File: src/rtl/psg3_pkg.sv
// Package: shared sizes, register indices and field positions for the
// three-channel sound generator. Assumes a 16-entry, 8-bit register map.
package psg3_pkg;
    localparam int NUM_CH    = 3;
    localparam int NUM_REGS  = 16;
    localparam int ADDR_W    = $clog2(NUM_REGS);
    localparam int TONE_W    = 12;
    localparam int NOISE_W   = 5;
    localparam int ENV_W     = 16;
    localparam int AMP_W     = 4;
    localparam int VOL_W     = 5;
    localparam int LFSR_W    = 17;
    localparam int LFSR_TAP  = 3;
    localparam int PRESCALE  = 16;
    localparam int SUM_W     = AMP_W + $clog2(NUM_CH + 1);

    localparam int REG_NOISE = 6;
    localparam int REG_MIX   = 7;
    localparam int REG_VOL0  = 8;
    localparam int REG_EFINE = 11;
    localparam int REG_ECRS  = 12;
    localparam int REG_SHAPE = 13;
    localparam int REG_PORTA = 14;
    localparam int REG_PORTB = 15;

    localparam int SH_HOLD   = 0;
    localparam int SH_ALT    = 1;
    localparam int SH_ATTACK = 2;
    localparam int SH_CONT   = 3;

    localparam int MIX_DIR_A = 6;
    localparam int MIX_DIR_B = 7;

    // Bits kept by each register; unused bits read back as zero.
    function automatic logic [7:0] reg_keep(input logic [ADDR_W-1:0] a);
        case (a)
            4'd1, 4'd3, 4'd5, 4'd13: reg_keep = 8'h0F;
            4'd6, 4'd8, 4'd9, 4'd10: reg_keep = 8'h1F;
            default:                 reg_keep = 8'hFF;
        endcase
    endfunction
endpackage

File: src/rtl/psg3_regs.sv
// Register file: holds the sixteen configuration bytes, masks unused bits,
// splits fields out for the datapath and muxes read data. Assumes writes
// take effect at the clock edge where bus_we is high.
module psg3_regs
    import psg3_pkg::*;
(
    input  logic                              clk,
    input  logic                              rst_n,
    input  logic                              bus_we,
    input  logic [ADDR_W-1:0]                 bus_addr,
    input  logic [7:0]                        bus_wdata,
    output logic [7:0]                        bus_rdata,
    input  logic [7:0]                        port_a_in,
    input  logic [7:0]                        port_b_in,
    output logic [NUM_CH-1:0][TONE_W-1:0]     tone_per,
    output logic [NOISE_W-1:0]                noise_per,
    output logic [7:0]                        mixer,
    output logic [NUM_CH-1:0][VOL_W-1:0]      vol,
    output logic [ENV_W-1:0]                  env_per,
    output logic [3:0]                        env_shape,
    output logic [7:0]                        port_a_lat,
    output logic [7:0]                        port_b_lat
);
    logic [7:0] regs [NUM_REGS];

    // Store masked write data; clear all registers on reset.
    always_ff @(posedge clk) begin
        if (!rst_n) begin
            for (int i = 0; i < NUM_REGS; i++) regs[i] <= '0;
        end else if (bus_we) begin
            regs[bus_addr] <= bus_wdata & reg_keep(bus_addr);
        end
    end

    genvar ch;
    generate
        for (ch = 0; ch < NUM_CH; ch++) begin : g_fields
            assign tone_per[ch] = {regs[2*ch+1][3:0], regs[2*ch]};
            assign vol[ch]      = regs[REG_VOL0+ch][VOL_W-1:0];
        end
    endgenerate

    assign noise_per  = regs[REG_NOISE][NOISE_W-1:0];
    assign mixer      = regs[REG_MIX];
    assign env_per    = {regs[REG_ECRS], regs[REG_EFINE]};
    assign env_shape  = regs[REG_SHAPE][3:0];
    assign port_a_lat = regs[REG_PORTA];
    assign port_b_lat = regs[REG_PORTB];

    // Read mux: ports return pins when configured as inputs.
    always_comb begin
        if (bus_addr == ADDR_W'(REG_PORTA))
            bus_rdata = regs[REG_MIX][MIX_DIR_A] ? regs[REG_PORTA] : port_a_in;
        else if (bus_addr == ADDR_W'(REG_PORTB))
            bus_rdata = regs[REG_MIX][MIX_DIR_B] ? regs[REG_PORTB] : port_b_in;
        else
            bus_rdata = regs[bus_addr];
    end
endmodule

File: src/rtl/psg3_tone.sv
// Tone divider: toggles a square-wave bit every PRE*period enabled ticks.
// Assumes a period of zero behaves as one; the counter is not cleared on
// period writes, so a shortened period wraps at the next enabled tick.
module psg3_tone #(
    parameter int PER_W = 12,
    parameter int PRE   = 16
) (
    input  logic             clk,
    input  logic             rst_n,
    input  logic             tick,
    input  logic [PER_W-1:0] period,
    output logic             tone_bit
);
    localparam int CNT_W = PER_W + $clog2(PRE);

    logic [CNT_W-1:0] cnt;
    logic [CNT_W-1:0] lim_m1;
    logic [PER_W-1:0] per_eff;

    assign per_eff = (period == '0) ? PER_W'(1) : period;
    assign lim_m1  = CNT_W'(per_eff) * CNT_W'(PRE) - CNT_W'(1);

    // Count enabled ticks and flip the output at the limit.
    always_ff @(posedge clk) begin
        if (!rst_n) begin
            cnt      <= '0;
            tone_bit <= 1'b0;
        end else if (tick) begin
            if (cnt >= lim_m1) begin
                cnt      <= '0;
                tone_bit <= ~tone_bit;
            end else begin
                cnt <= cnt + CNT_W'(1);
            end
        end
    end
endmodule

File: src/rtl/psg3_noise.sv
// Noise source: 17-bit right-shifting LFSR stepped every PRE*period ticks,
// seeded with 1; output is bit 0. Assumes a period of zero behaves as one.
module psg3_noise
    import psg3_pkg::*;
#(
    parameter int PER_W = 5,
    parameter int PRE   = 16
) (
    input  logic              clk,
    input  logic              rst_n,
    input  logic              tick,
    input  logic [PER_W-1:0]  period,
    output logic              noise_bit,
    output logic [LFSR_W-1:0] state
);
    localparam int CNT_W = PER_W + $clog2(PRE);

    logic [CNT_W-1:0] cnt;
    logic [CNT_W-1:0] lim_m1;
    logic [PER_W-1:0] per_eff;

    assign per_eff   = (period == '0) ? PER_W'(1) : period;
    assign lim_m1    = CNT_W'(per_eff) * CNT_W'(PRE) - CNT_W'(1);
    assign noise_bit = state[0];

    // Advance the prescaler and shift the LFSR at each wrap.
    always_ff @(posedge clk) begin
        if (!rst_n) begin
            cnt   <= '0;
            state <= LFSR_W'(1);
        end else if (tick) begin
            if (cnt >= lim_m1) begin
                cnt   <= '0;
                state <= {state[0] ^ state[LFSR_TAP], state[LFSR_W-1:1]};
            end else begin
                cnt <= cnt + CNT_W'(1);
            end
        end
    end
endmodule

File: src/rtl/psg3_env.sv
// Envelope generator: 16-level ramps whose direction, repetition and final
// hold follow the four shape bits. Assumes restart and the new shape arrive
// in the cycle of the shape-register write.
module psg3_env
    import psg3_pkg::*;
#(
    parameter int PER_W = 16,
    parameter int PRE   = 16
) (
    input  logic             clk,
    input  logic             rst_n,
    input  logic             tick,
    input  logic [PER_W-1:0] period,
    input  logic [3:0]       shape,
    input  logic             restart,
    input  logic [3:0]       restart_shape,
    output logic [AMP_W-1:0] level,
    output logic             holding
);
    localparam int CNT_W = PER_W + $clog2(PRE);

    logic [CNT_W-1:0] pcnt;
    logic [CNT_W-1:0] lim_m1;
    logic [PER_W-1:0] per_eff;
    logic [AMP_W-1:0] step_cnt;
    logic             inv;
    logic             step;

    assign per_eff = (period == '0) ? PER_W'(1) : period;
    assign lim_m1  = CNT_W'(per_eff) * CNT_W'(PRE) - CNT_W'(1);
    assign step    = tick && (pcnt >= lim_m1);
    assign level   = inv ? ~step_cnt : step_cnt;

    // Step timer: counts enabled ticks, cleared by a restart.
    always_ff @(posedge clk) begin
        if (!rst_n || restart)
            pcnt <= '0;
        else if (tick)
            pcnt <= step ? '0 : pcnt + CNT_W'(1);
    end

    // Ramp state: position, inversion and hold, updated on each step.
    always_ff @(posedge clk) begin
        if (!rst_n) begin
            step_cnt <= '0;
            inv      <= 1'b1;
            holding  <= 1'b0;
        end else if (restart) begin
            step_cnt <= '0;
            inv      <= ~restart_shape[SH_ATTACK];
            holding  <= 1'b0;
        end else if (step && !holding) begin
            if (step_cnt != '1) begin
                step_cnt <= step_cnt + AMP_W'(1);
            end else if (!shape[SH_CONT]) begin
                holding <= 1'b1;
                inv     <= 1'b1;
            end else if (shape[SH_HOLD]) begin
                holding <= 1'b1;
                if (shape[SH_ALT]) inv <= ~inv;
            end else begin
                step_cnt <= '0;
                if (shape[SH_ALT]) inv <= ~inv;
            end
        end
    end
endmodule

File: src/rtl/psg3_core.sv
// Top of the three-channel sound generator: register file, three tone
// dividers, noise source, envelope and per-channel mixer/volume select.
// Assumes the host respects the register map; outputs are combinational
// from internal state.
module psg3_core
    import psg3_pkg::*;
(
    input  logic             clk,
    input  logic             rst_n,
    input  logic             tick,
    input  logic             bus_we,
    input  logic [3:0]       bus_addr,
    input  logic [7:0]       bus_wdata,
    output logic [7:0]       bus_rdata,
    input  logic [7:0]       port_a_in,
    input  logic [7:0]       port_b_in,
    output logic [7:0]       port_a_out,
    output logic             port_a_oe,
    output logic [7:0]       port_b_out,
    output logic             port_b_oe,
    output logic [3:0]       amp_a,
    output logic [3:0]       amp_b,
    output logic [3:0]       amp_c,
    output logic [5:0]       amp_sum
);
    logic [NUM_CH-1:0][TONE_W-1:0] tone_per;
    logic [NOISE_W-1:0]            noise_per;
    logic [7:0]                    mixer;
    logic [NUM_CH-1:0][VOL_W-1:0]  vol;
    logic [ENV_W-1:0]              env_per;
    logic [3:0]                    env_shape;
    logic [NUM_CH-1:0]             tone_bits;
    logic                          noise_bit;
    logic [LFSR_W-1:0]             lfsr_state;
    logic [AMP_W-1:0]              env_level;
    logic                          env_hold;
    logic                          shape_wr;
    logic [NUM_CH-1:0][AMP_W-1:0]  amp;
    logic [SUM_W-1:0]              sum;

    assign shape_wr = bus_we && (bus_addr == ADDR_W'(REG_SHAPE));

    psg3_regs u_regs (
        .clk(clk), .rst_n(rst_n), .bus_we(bus_we), .bus_addr(bus_addr),
        .bus_wdata(bus_wdata), .bus_rdata(bus_rdata),
        .port_a_in(port_a_in), .port_b_in(port_b_in),
        .tone_per(tone_per), .noise_per(noise_per), .mixer(mixer), .vol(vol),
        .env_per(env_per), .env_shape(env_shape),
        .port_a_lat(port_a_out), .port_b_lat(port_b_out)
    );

    genvar ch;
    generate
        for (ch = 0; ch < NUM_CH; ch++) begin : g_ch
            logic             ch_on;
            logic [AMP_W-1:0] ch_level;

            psg3_tone #(.PER_W(TONE_W), .PRE(PRESCALE)) u_tone (
                .clk(clk), .rst_n(rst_n), .tick(tick),
                .period(tone_per[ch]), .tone_bit(tone_bits[ch])
            );

            // Mixer gate and fixed/envelope level select for this channel.
            always_comb begin
                ch_on    = (tone_bits[ch] | mixer[ch]) & (noise_bit | mixer[ch+NUM_CH]);
                ch_level = vol[ch][AMP_W] ? env_level : vol[ch][AMP_W-1:0];
                amp[ch]  = ch_on ? ch_level : '0;
            end
        end
    endgenerate

    psg3_noise #(.PER_W(NOISE_W), .PRE(PRESCALE)) u_noise (
        .clk(clk), .rst_n(rst_n), .tick(tick), .period(noise_per),
        .noise_bit(noise_bit), .state(lfsr_state)
    );

    psg3_env #(.PER_W(ENV_W), .PRE(PRESCALE)) u_env (
        .clk(clk), .rst_n(rst_n), .tick(tick), .period(env_per),
        .shape(env_shape), .restart(shape_wr), .restart_shape(bus_wdata[3:0]),
        .level(env_level), .holding(env_hold)
    );

    // Sum the channel amplitudes.
    always_comb begin
        sum = '0;
        for (int i = 0; i < NUM_CH; i++) sum = sum + SUM_W'(amp[i]);
    end

    assign amp_a     = amp[0];
    assign amp_b     = amp[1];
    assign amp_c     = amp[2];
    assign amp_sum   = 6'(sum);
    assign port_a_oe = mixer[MIX_DIR_A];
    assign port_b_oe = mixer[MIX_DIR_B];
endmodule

File: config.mk
export PLATFORM = sky130hd
export DESIGN_NAME = psg3_core
export DESIGN_NICKNAME = d
export VERILOG_FILES = /design/src/rtl/psg3_pkg.sv /design/src/rtl/psg3_regs.sv /design/src/rtl/psg3_tone.sv /design/src/rtl/psg3_noise.sv /design/src/rtl/psg3_env.sv /design/src/rtl/psg3_core.sv
export SDC_FILE = /design/constraint.sdc
export NUM_CORES = 1
export LEC_CHECK = 0
export BUFFER_PORTS_ARGS = -buffer_cell sky130_fd_sc_hd__buf_2
export CELL_PAD_IN_SITES_DETAIL_PLACEMENT = 0
export CELL_PAD_IN_SITES_GLOBAL_PLACEMENT = 2
export CORE_UTILIZATION = 40
export CTS_CLUSTER_DIAMETER = 100
export DETAILED_ROUTE_END_ITERATION = 16
export GPL_ROUTABILITY_DRIVEN = 0
export PLACE_DENSITY_LB_ADDON = 0.1
export SLEW_MARGIN = 20
export SYNTH_ARGS = -nofsm -noshare
export SYNTH_HDL_FRONTEND = slang
export SYNTH_SLANG_ARGS = --single-unit
File: constraint.sdc
create_clock -name clk -period 9.35 [get_ports clk]
set_input_delay 0.4675 -clock clk [delete_from_list [all_inputs] [get_ports clk]]
set_output_delay 0.4675 -clock clk [all_outputs]
set_load 0.02 [all_outputs]
==> results of run 1 <==
[flip-flops by register name, summed over array words and instances, names as in the netlist]
signal	flops
u_regs.regs	128
g_ch.u_tone.cnt	48
u_env.pcnt	20
u_noise.state	17
u_noise.cnt	9
u_env.step_cnt	4
g_ch.u_tone.tone_bit	3
u_env.holding	1
u_env.inv	1
[worst max-delay path by stage]
stage	slack, ps	end	cells after the start	from
after floorplan	5190	u_env.pcnt[0]$_SDFFE_PP0P_	18	u_regs.regs[12][1]$_SDFFCE_PN0P_
after global placement	4760	u_env.step_cnt[3]$_SDFFE_PP0P_	18	u_regs.regs[12][1]$_SDFFCE_PN0P_
after detailed placement	4660	u_env.pcnt[11]$_SDFFE_PP0P_	18	u_regs.regs[12][0]$_SDFFCE_PN0P_
after CTS	4650	u_env.pcnt[2]$_SDFFE_PP0P_	18	u_regs.regs[12][0]$_SDFFCE_PN0P_
after global routing	4320	u_env.pcnt[13]$_SDFFE_PP0P_	19	u_regs.regs[12][0]$_SDFFCE_PN0P_
final	4700	u_env.pcnt[8]$_SDFFE_PP0P_	19	u_regs.regs[12][0]$_SDFFCE_PN0P_
[kinds of logic (layout without fill, tap and decap cells)]
| family | count (synthesis) | in the layout |
|---|---|---|
| AO/OA/AOI/OAI | 149 | 149 |
| XOR/XNOR | 114 | 114 |
| adder cells (fa/ha/maj) | 81 | 81 |
| buffers and inverters | 90 | 167 |
| flip-flops | 231 | 231 |
| multiplexers | 69 | 69 |
| other | 1 | 1 |
| AND/OR/NAND/NOR | 550 | 550 |
[worst reg2reg max path, delay by kind of cell (launching register included)]
family,cells,cell delay (ps)
AOI/OAI and AO/OA,3,780
buffers and inverters,2,290
xor gates and xnor gates,1,150
adders and majority gates,2,470
and+or+nand+nor,11,2430
DFF,1,470
[cell usage in the layout, fill, tap and decap left out, drive strengths merged, types with 43 or more instances in the layout]
master  netlist  final
nor2        192    192
nand2       129    129
dfxtp       103    103
and3         68     68
xnor2        60     60
clkbuf       50     43
edfxtp      128    128
ha           76     76
xor2         54     54
buf          10     86
[per-stage QoR]
stage	instance area [µm²]	std cells	utilization [%]	hold slack, ps
6_report	14700	1797	46.2	460
2_1_floorplan	13000	1285	-	438
3_5_place_dp	13800	1746	43.4	459
4_1_cts	14700	1797	46.2	455
5_1_grt	14700	1797	46.2	469
3_3_place_gp	13800	1746	43.4	453
[cell type report]
| cell class | count | area [µm²] |
|---|---|---|
| timing repair buffer | 86 | 458 |
| clock inverter | 8 | 68.8 |
| inverter | 30 | 113 |
| tap | 435 | 544 |
| sequential | 231 | 5910 |
| fill | 3041 | 17100 |
| clock buffer | 43 | 832 |
| multi-input combinational | 964 | 6780 |
[power by group]
part           total, W  internal, W  switching, W  leakage (nW)
Clock           0.00105     0.000614      0.000441         0.448
Combinational  0.000280     0.000108      0.000173          3.34
Sequential      0.00116      0.00111     0.0000473          2.05
Total           0.00249      0.00183      0.000661          5.84
[metal layers]
metal	GRT usage, %	vias to the layer above	part of all wire [%]
met5	0	-	0
met4	4.94	0	2.2
met3	4.19	46	6.2
met2	33.2	260	43
met1	31.4	4697	48
li1	-	4762	-
==> results.txt, run 1 <==
outcome: completed
r2r worst-path depth: 19
worst-margin pin slew: 949 ps
cells taking the most area after synthesis: edfxtp_1 30%, dfxtp_1 16%, ha_1 7.3%, mux4_2 5.9%, nor2_1 5.5%
DR iter-0 viols: 769
Hold WC Path Type: register to register
Setup CP Type: register to register
Area Overhead vs Synth: 12.9%
first-pass GRT wire length: 55,800 µm
list of most frequent post-synthesis cells: 192 x nor2_1, 128 x edfxtp_1, 128 x nand2_1, 103 x dfxtp_1, 76 x ha_1
Slew HR: 36.8%
R2R Path End: u_env.pcnt[8]$_SDFFE_PP0P_
top cell type's share of synthesized area: 29.5%
minimum clock period: 4650 ps
Ports: 76
vias: 9,765
Tot GR Track Use: 21.7%
Die H: 182 µm
reg-to-reg slack, setup: 4700 ps
clk_skew: 32.6 ps
Tcrit/Tclk final: 49.8%
# setup viols final: 0
CP endpoint kind: register
clock transition at the registers of the reported paths: 60 ps
CTS buffer count: 28
ys flop type: edfxtp_1
GRT Residual Overflow: 0
CP Launch Type: register
DP HPWL: 25,700 µm
dpl ws: 4660 ps
Mapped Avg Cell Area: 10.1 µm²
wire length per cell: 19.7 µm
Crit path max-delay family: simple AND/OR/NAND/NOR gates
root buf cell: clkbuf_16
most common cell in the netlist: nor2_1
# resized after CTS: 0
Post-synth EDFFs: 128
cell taking the most area after synthesis: edfxtp_1
Residual DRC: 0
CTS tree: built
pins over their slew limit: 0
vias per std cell: 5.43
# nets final: 1,454
slowest stage cell, crit path: or4_4
Synth Cell Area: 13,000 µm²
register area share after synthesis: 45.3%
pin count of the biggest net entering global routing: 44
Syn Nets: 1,398
Port-buffer cells: 75
Initial DRT Pass Iterations: 7
CTS Hold Buffers Added: 0
setup bufs post-CTS: 0
Clock Latency Late Sink: 580 ps
Clock Path Buffers: 3
fraction of final layout cells sized beyond drive strength 1: 12.7%
Total Routed Length: 35,500 µm
post-route setup slack: 4700 ps
ANT cells: 0
initial antenna violation count: 0
post-synthesis compound-gate area fraction: 7.77%
die width: 182 µm
total die area: 33,300 µm²
Buf/Inv on CP: 2
register bit total from synthesis: 231
worst-path cell chain: or4_4 > or4_1 > or4_4 > nand2b_1 > inv_1 > ha_1 > nor3b_1 > nand2_1 > nor2_1 > nand2_1 > xor2_1 > ha_1 > nand3_1 > nand3_1 > a221oi_1 > o21a_1 > o21ai_1 > buf_4 > nor2_1
pwr dens: 169 nW/µm²
CP peak stage delay: 570 ps
Crit path required time: 9840 ps
hold path cells: 2
Static Leak: 5.84 nW
post-synthesis mux area share: 8.58%
final setup TNS: 0 ps
Max Fclk: 215 MHz
Yosys warnings: 0
max cap viols: 0
simple-gate share of the synthesized area: 19.9%
VDD IR max: 154 µV
clock sinks: 231
total power: 0.00249 W
Final Hold Viols: 0
vias in the first global route: 9,561
xor/xnor share of the synthesized area: 7.66%
Starting Density: 41.0%
reg2reg start: u_regs.regs[12][0]$_SDFFCE_PN0P_
Antenna Nets Post-Route: 0
adder-cell area share of the yosys netlist: 8.07%
core footprint: 31,800 µm²
Rows: 65
WHS Endpoint: u_noise.state[14]$_SDFFE_PN0P_
unrepaired setup endpoints after global routing: no
Yosys cell types: 60
largest family of logic cells by synthesized area: simple AND/OR/NAND/NOR gates
synthesized netlist cell count: 1,285
hold_sp: u_noise.state[15]$_SDFFE_PN0P_
Max H-tree Level: 1
crit path max fanout: 20
Arrival @ worst endpoint: 5140 ps
share of synthesized registers carrying an async set or reset: 0%
(Power assumes the default switching activity.)
==> run 2, diff against run 1 <==
- CORE_UTILIZATION: 40 -> 36
- clock period: 9.35 -> 3.9 ns (I/O delays scaled with it)
==> run 2 against run 1 <==
  * The flow now finishes with violations (setup timing)
  * Critical path depth shrank 3
  * Worst hold slack lost 360 ps
  * Sequential power increased by 140%
  * Global-route usage shrank 0.41 points
  * Worst setup slack worse by 4900 ps
  * Register-to-register slack worse by 4900 ps
  * Count of clock-buffer cells in the layout decreased by 5
  * Core utilization shrank 2.7 points
  * Critical path type unchanged
  * Largest cell class unchanged
  * Largest power group is now the clock network
==> results.txt, run 2 (synthesis gave the netlist of run 1 again) <==
outcome: finished, violations left (was completed)
failing checks: setup timing
post-route setup slack: -162 ps (was 4700 ps)
Die H: 192 µm (was 182 µm)
Slew HR: 45.2% (was 36.8%)
max cap viols: 0 (unchanged)
total die area: 36,900 µm² (was 33,300 µm²)
Crit path required time: 4390 ps (was 9840 ps)
CP endpoint kind: register (unchanged)
Final Core Density: 43.5% (was 46.2%)
Antenna Nets Post-Route: 0 (unchanged)
Total Routed Length: 38,400 µm (was 35,500 µm)
Ports: 76 (unchanged)
reg-to-reg slack, setup: -160 ps (was 4700 ps)
Setup CP Type: register to register (unchanged)
CTS buffer count: 28 (unchanged)
Hold WC Path Type: input pin to register (was register to register)
# nets final: 1,520 (was 1,454)
Max Fclk: 246 MHz (was 215 MHz)
commonest non-fill, non-tap cell in the layout: nor2_1 (unchanged)
Max H-tree Level: 1 (unchanged)
Initial DRT Pass Iterations: 5 (was 7)
vias in the first global route: 9,813 (was 9,561)
wire length per cell: 20.3 µm (was 19.7 µm)
Rows: 69 (was 65)
Biggest register: u_regs.regs (unchanged)
pin count of the biggest net entering global routing: 33 (was 44)
Crit. Startpoint: u_regs.regs[12][3]$_SDFFCE_PN0P_ (was u_regs.regs[12][0]$_SDFFCE_PN0P_)
root buf cell: clkbuf_16 (unchanged)
R2R Path End: u_env.pcnt[5]$_SDFFE_PP0P_ (was u_env.pcnt[8]$_SDFFE_PP0P_)
Clock Latency Late Sink: 560 ps (was 580 ps)
Residual DRC: 0 (unchanged)
core footprint: 35,600 µm² (was 31,800 µm²)
r2r worst-path depth: 16 (was 19)
Clock Path Buffers: 3 (unchanged)
initial antenna violation count: 0 (unchanged)
minimum clock period: 4060 ps (was 4650 ps)
GRT Residual Overflow: 0 (unchanged)
vias per std cell: 5.37 (was 5.43)
Arrival @ worst endpoint: 4560 ps (was 5140 ps)
Tcrit/Tclk final: 104% (was 49.8%)
crit path max fanout: 20 (unchanged)
dpl ws: -251 ps (was 4660 ps)
Port-buffer cells: 75 (unchanged)
CTS Hold Buffers Added: 0 (unchanged)
ANT cells: 0 (unchanged)
reg2reg start: u_regs.regs[12][3]$_SDFFCE_PN0P_ (was u_regs.regs[12][0]$_SDFFCE_PN0P_)
clk_skew: 16.5 ps (was 32.6 ps)
hold path cells: 3 (was 2)
CTS tree: built (unchanged)
die width: 192 µm (was 182 µm)
pins over their slew limit: 0 (unchanged)
Largest register FFs: 128 (unchanged)
clock transition at the registers of the reported paths: 60 ps (about the same)
WHS Endpoint: g_ch[0].u_tone.cnt[1]$_SDFFE_PN0P_ (was u_noise.state[14]$_SDFFE_PN0P_)
commonest cells after routing, fill and taps aside: 190 x nor2_1, 128 x edfxtp_1, 126 x nand2_1, 103 x dfxtp_1 (was 192 x nor2_1, 128 x nand2_1, 128 x edfxtp_1, 103 x dfxtp_1, 76 x ha_1)
VDD IR max: 415 µV (was 154 µV)
Area Overhead vs Synth: 18.8% (was 12.9%)
DP HPWL: 28,300 µm (was 25,700 µm)
hold_sp: tick (was u_noise.state[15]$_SDFFE_PN0P_)
largest registers: u_regs.regs (128), g_ch.u_tone.cnt (48), u_env.pcnt (20) (unchanged)
clock sinks: 231 (unchanged)
DR iter-0 viols: 586 (was 769)
Static Leak: 6.25 nW (was 5.84 nW)
vias: 10,200 (was 9,765)
first-pass GRT wire length: 58,900 µm (was 55,800 µm)
total power: 0.00627 W (was 0.00249 W)
# setup viols final: 26 (was 0)
worst-margin pin slew: 822 ps (was 949 ps)
Final Hold Viols: 0 (unchanged)
unrepaired setup endpoints after global routing: yes (was no)
CP Launch Type: register (unchanged)
Tot GR Track Use: 21.2% (was 21.7%)
fraction of final layout cells sized beyond drive strength 1: 18.0% (was 12.7%)
pwr dens: 405 nW/µm² (was 169 nW/µm²)
Starting Density: 36.6% (was 41.0%)
## run 2: changes by cell type in the layout (fill, tap and decap cells not counted), moves of 3 or more
cell,delta
clkbuf_4,-3
bufinv_16,+4
buf_4,+62
o21ai_1,+3
clkinv_1,+4
buf_12,+3
## run 2: worst max-delay path by stage
stage / end / slack (ps)
detailed placement: u_env.pcnt[11]$_SDFFE_PP0P_ / -250
finish: u_env.pcnt[5]$_SDFFE_PP0P_ / -160
global placement: u_env.step_cnt[3]$_SDFFE_PP0P_ / -180
CTS: u_env.pcnt[5]$_SDFFE_PP0P_ / -210
global route: u_env.pcnt[16]$_SDFFE_PP0P_ / -380
floorplan: u_env.pcnt[1]$_SDFFE_PP0P_ / -50
## run 2: cell type report
| class | count | area (µm²) |
|---|---|---|
| inverters | 30 | 113 |
| multi-input cells | 964 | 6920 |
| flip-flops and latches | 231 | 5910 |
| well taps | 461 | 577 |
| clock buffers | 38 | 792 |
| clock inverters | 14 | 183 |
| fillers | 3471 | 20100 |
| repair buffers | 152 | 995 |
## run 2: through the flow
| stage | instances | hold WS, ps | instance area (µm²) | TNS [ps] |
|---|---|---|---|---|
| 2_1_floorplan | 1285 | 424 | 13100 | -1060 |
| 3_3_place_gp | 1835 | 455 | 14400 | -3980 |
| 6_report | 1890 | 103 | 15500 | -3440 |
| 5_1_grt | 1890 | 127 | 15500 | -8790 |
| 3_5_place_dp | 1835 | 461 | 14400 | -5960 |
| 4_1_cts | 1888 | 79.6 | 15400 | -4850 |
## run 2: what timing repair did
action | CTS | global route
buffers inserted | 1 | 2
gates resized for setup | 9 | 14
pin swaps | 3 | 4
endpoints found under the setup margin | 26 | 54
## run 2: critical path, cell delays in order (launching register included)
cell and delay (ps):
edfxtp_1 390, or4_4 550, or4_4 430, or4_4 450
nand2b_4 90, inv_2 40, ha_4 150, buf_4 130
xnor2_2 120, ha_1 310, and3_1 190, o311a_1 330
a211oi_2 240, o21a_1 180, o21ai_1 110, buf_12 190
nor2_1 110
## run 2: report_power, final
part           switching [W]  internal (W)
Sequential         0.0000831       0.00266
Combinational       0.000472      0.000307
Clock                0.00107       0.00168
Total                0.00162       0.00465
## run 2: layer usage
layer,routed length [µm],part of all wire (%),GRT usage (%),vias to the layer above
li1,-,-,-,4910
met1,18200,47,30.7,4936
met2,17100,45,32.6,252
met3,2210,5.8,3.54,52
met4,865,2.3,5.69,0
met5,0,0,0,-
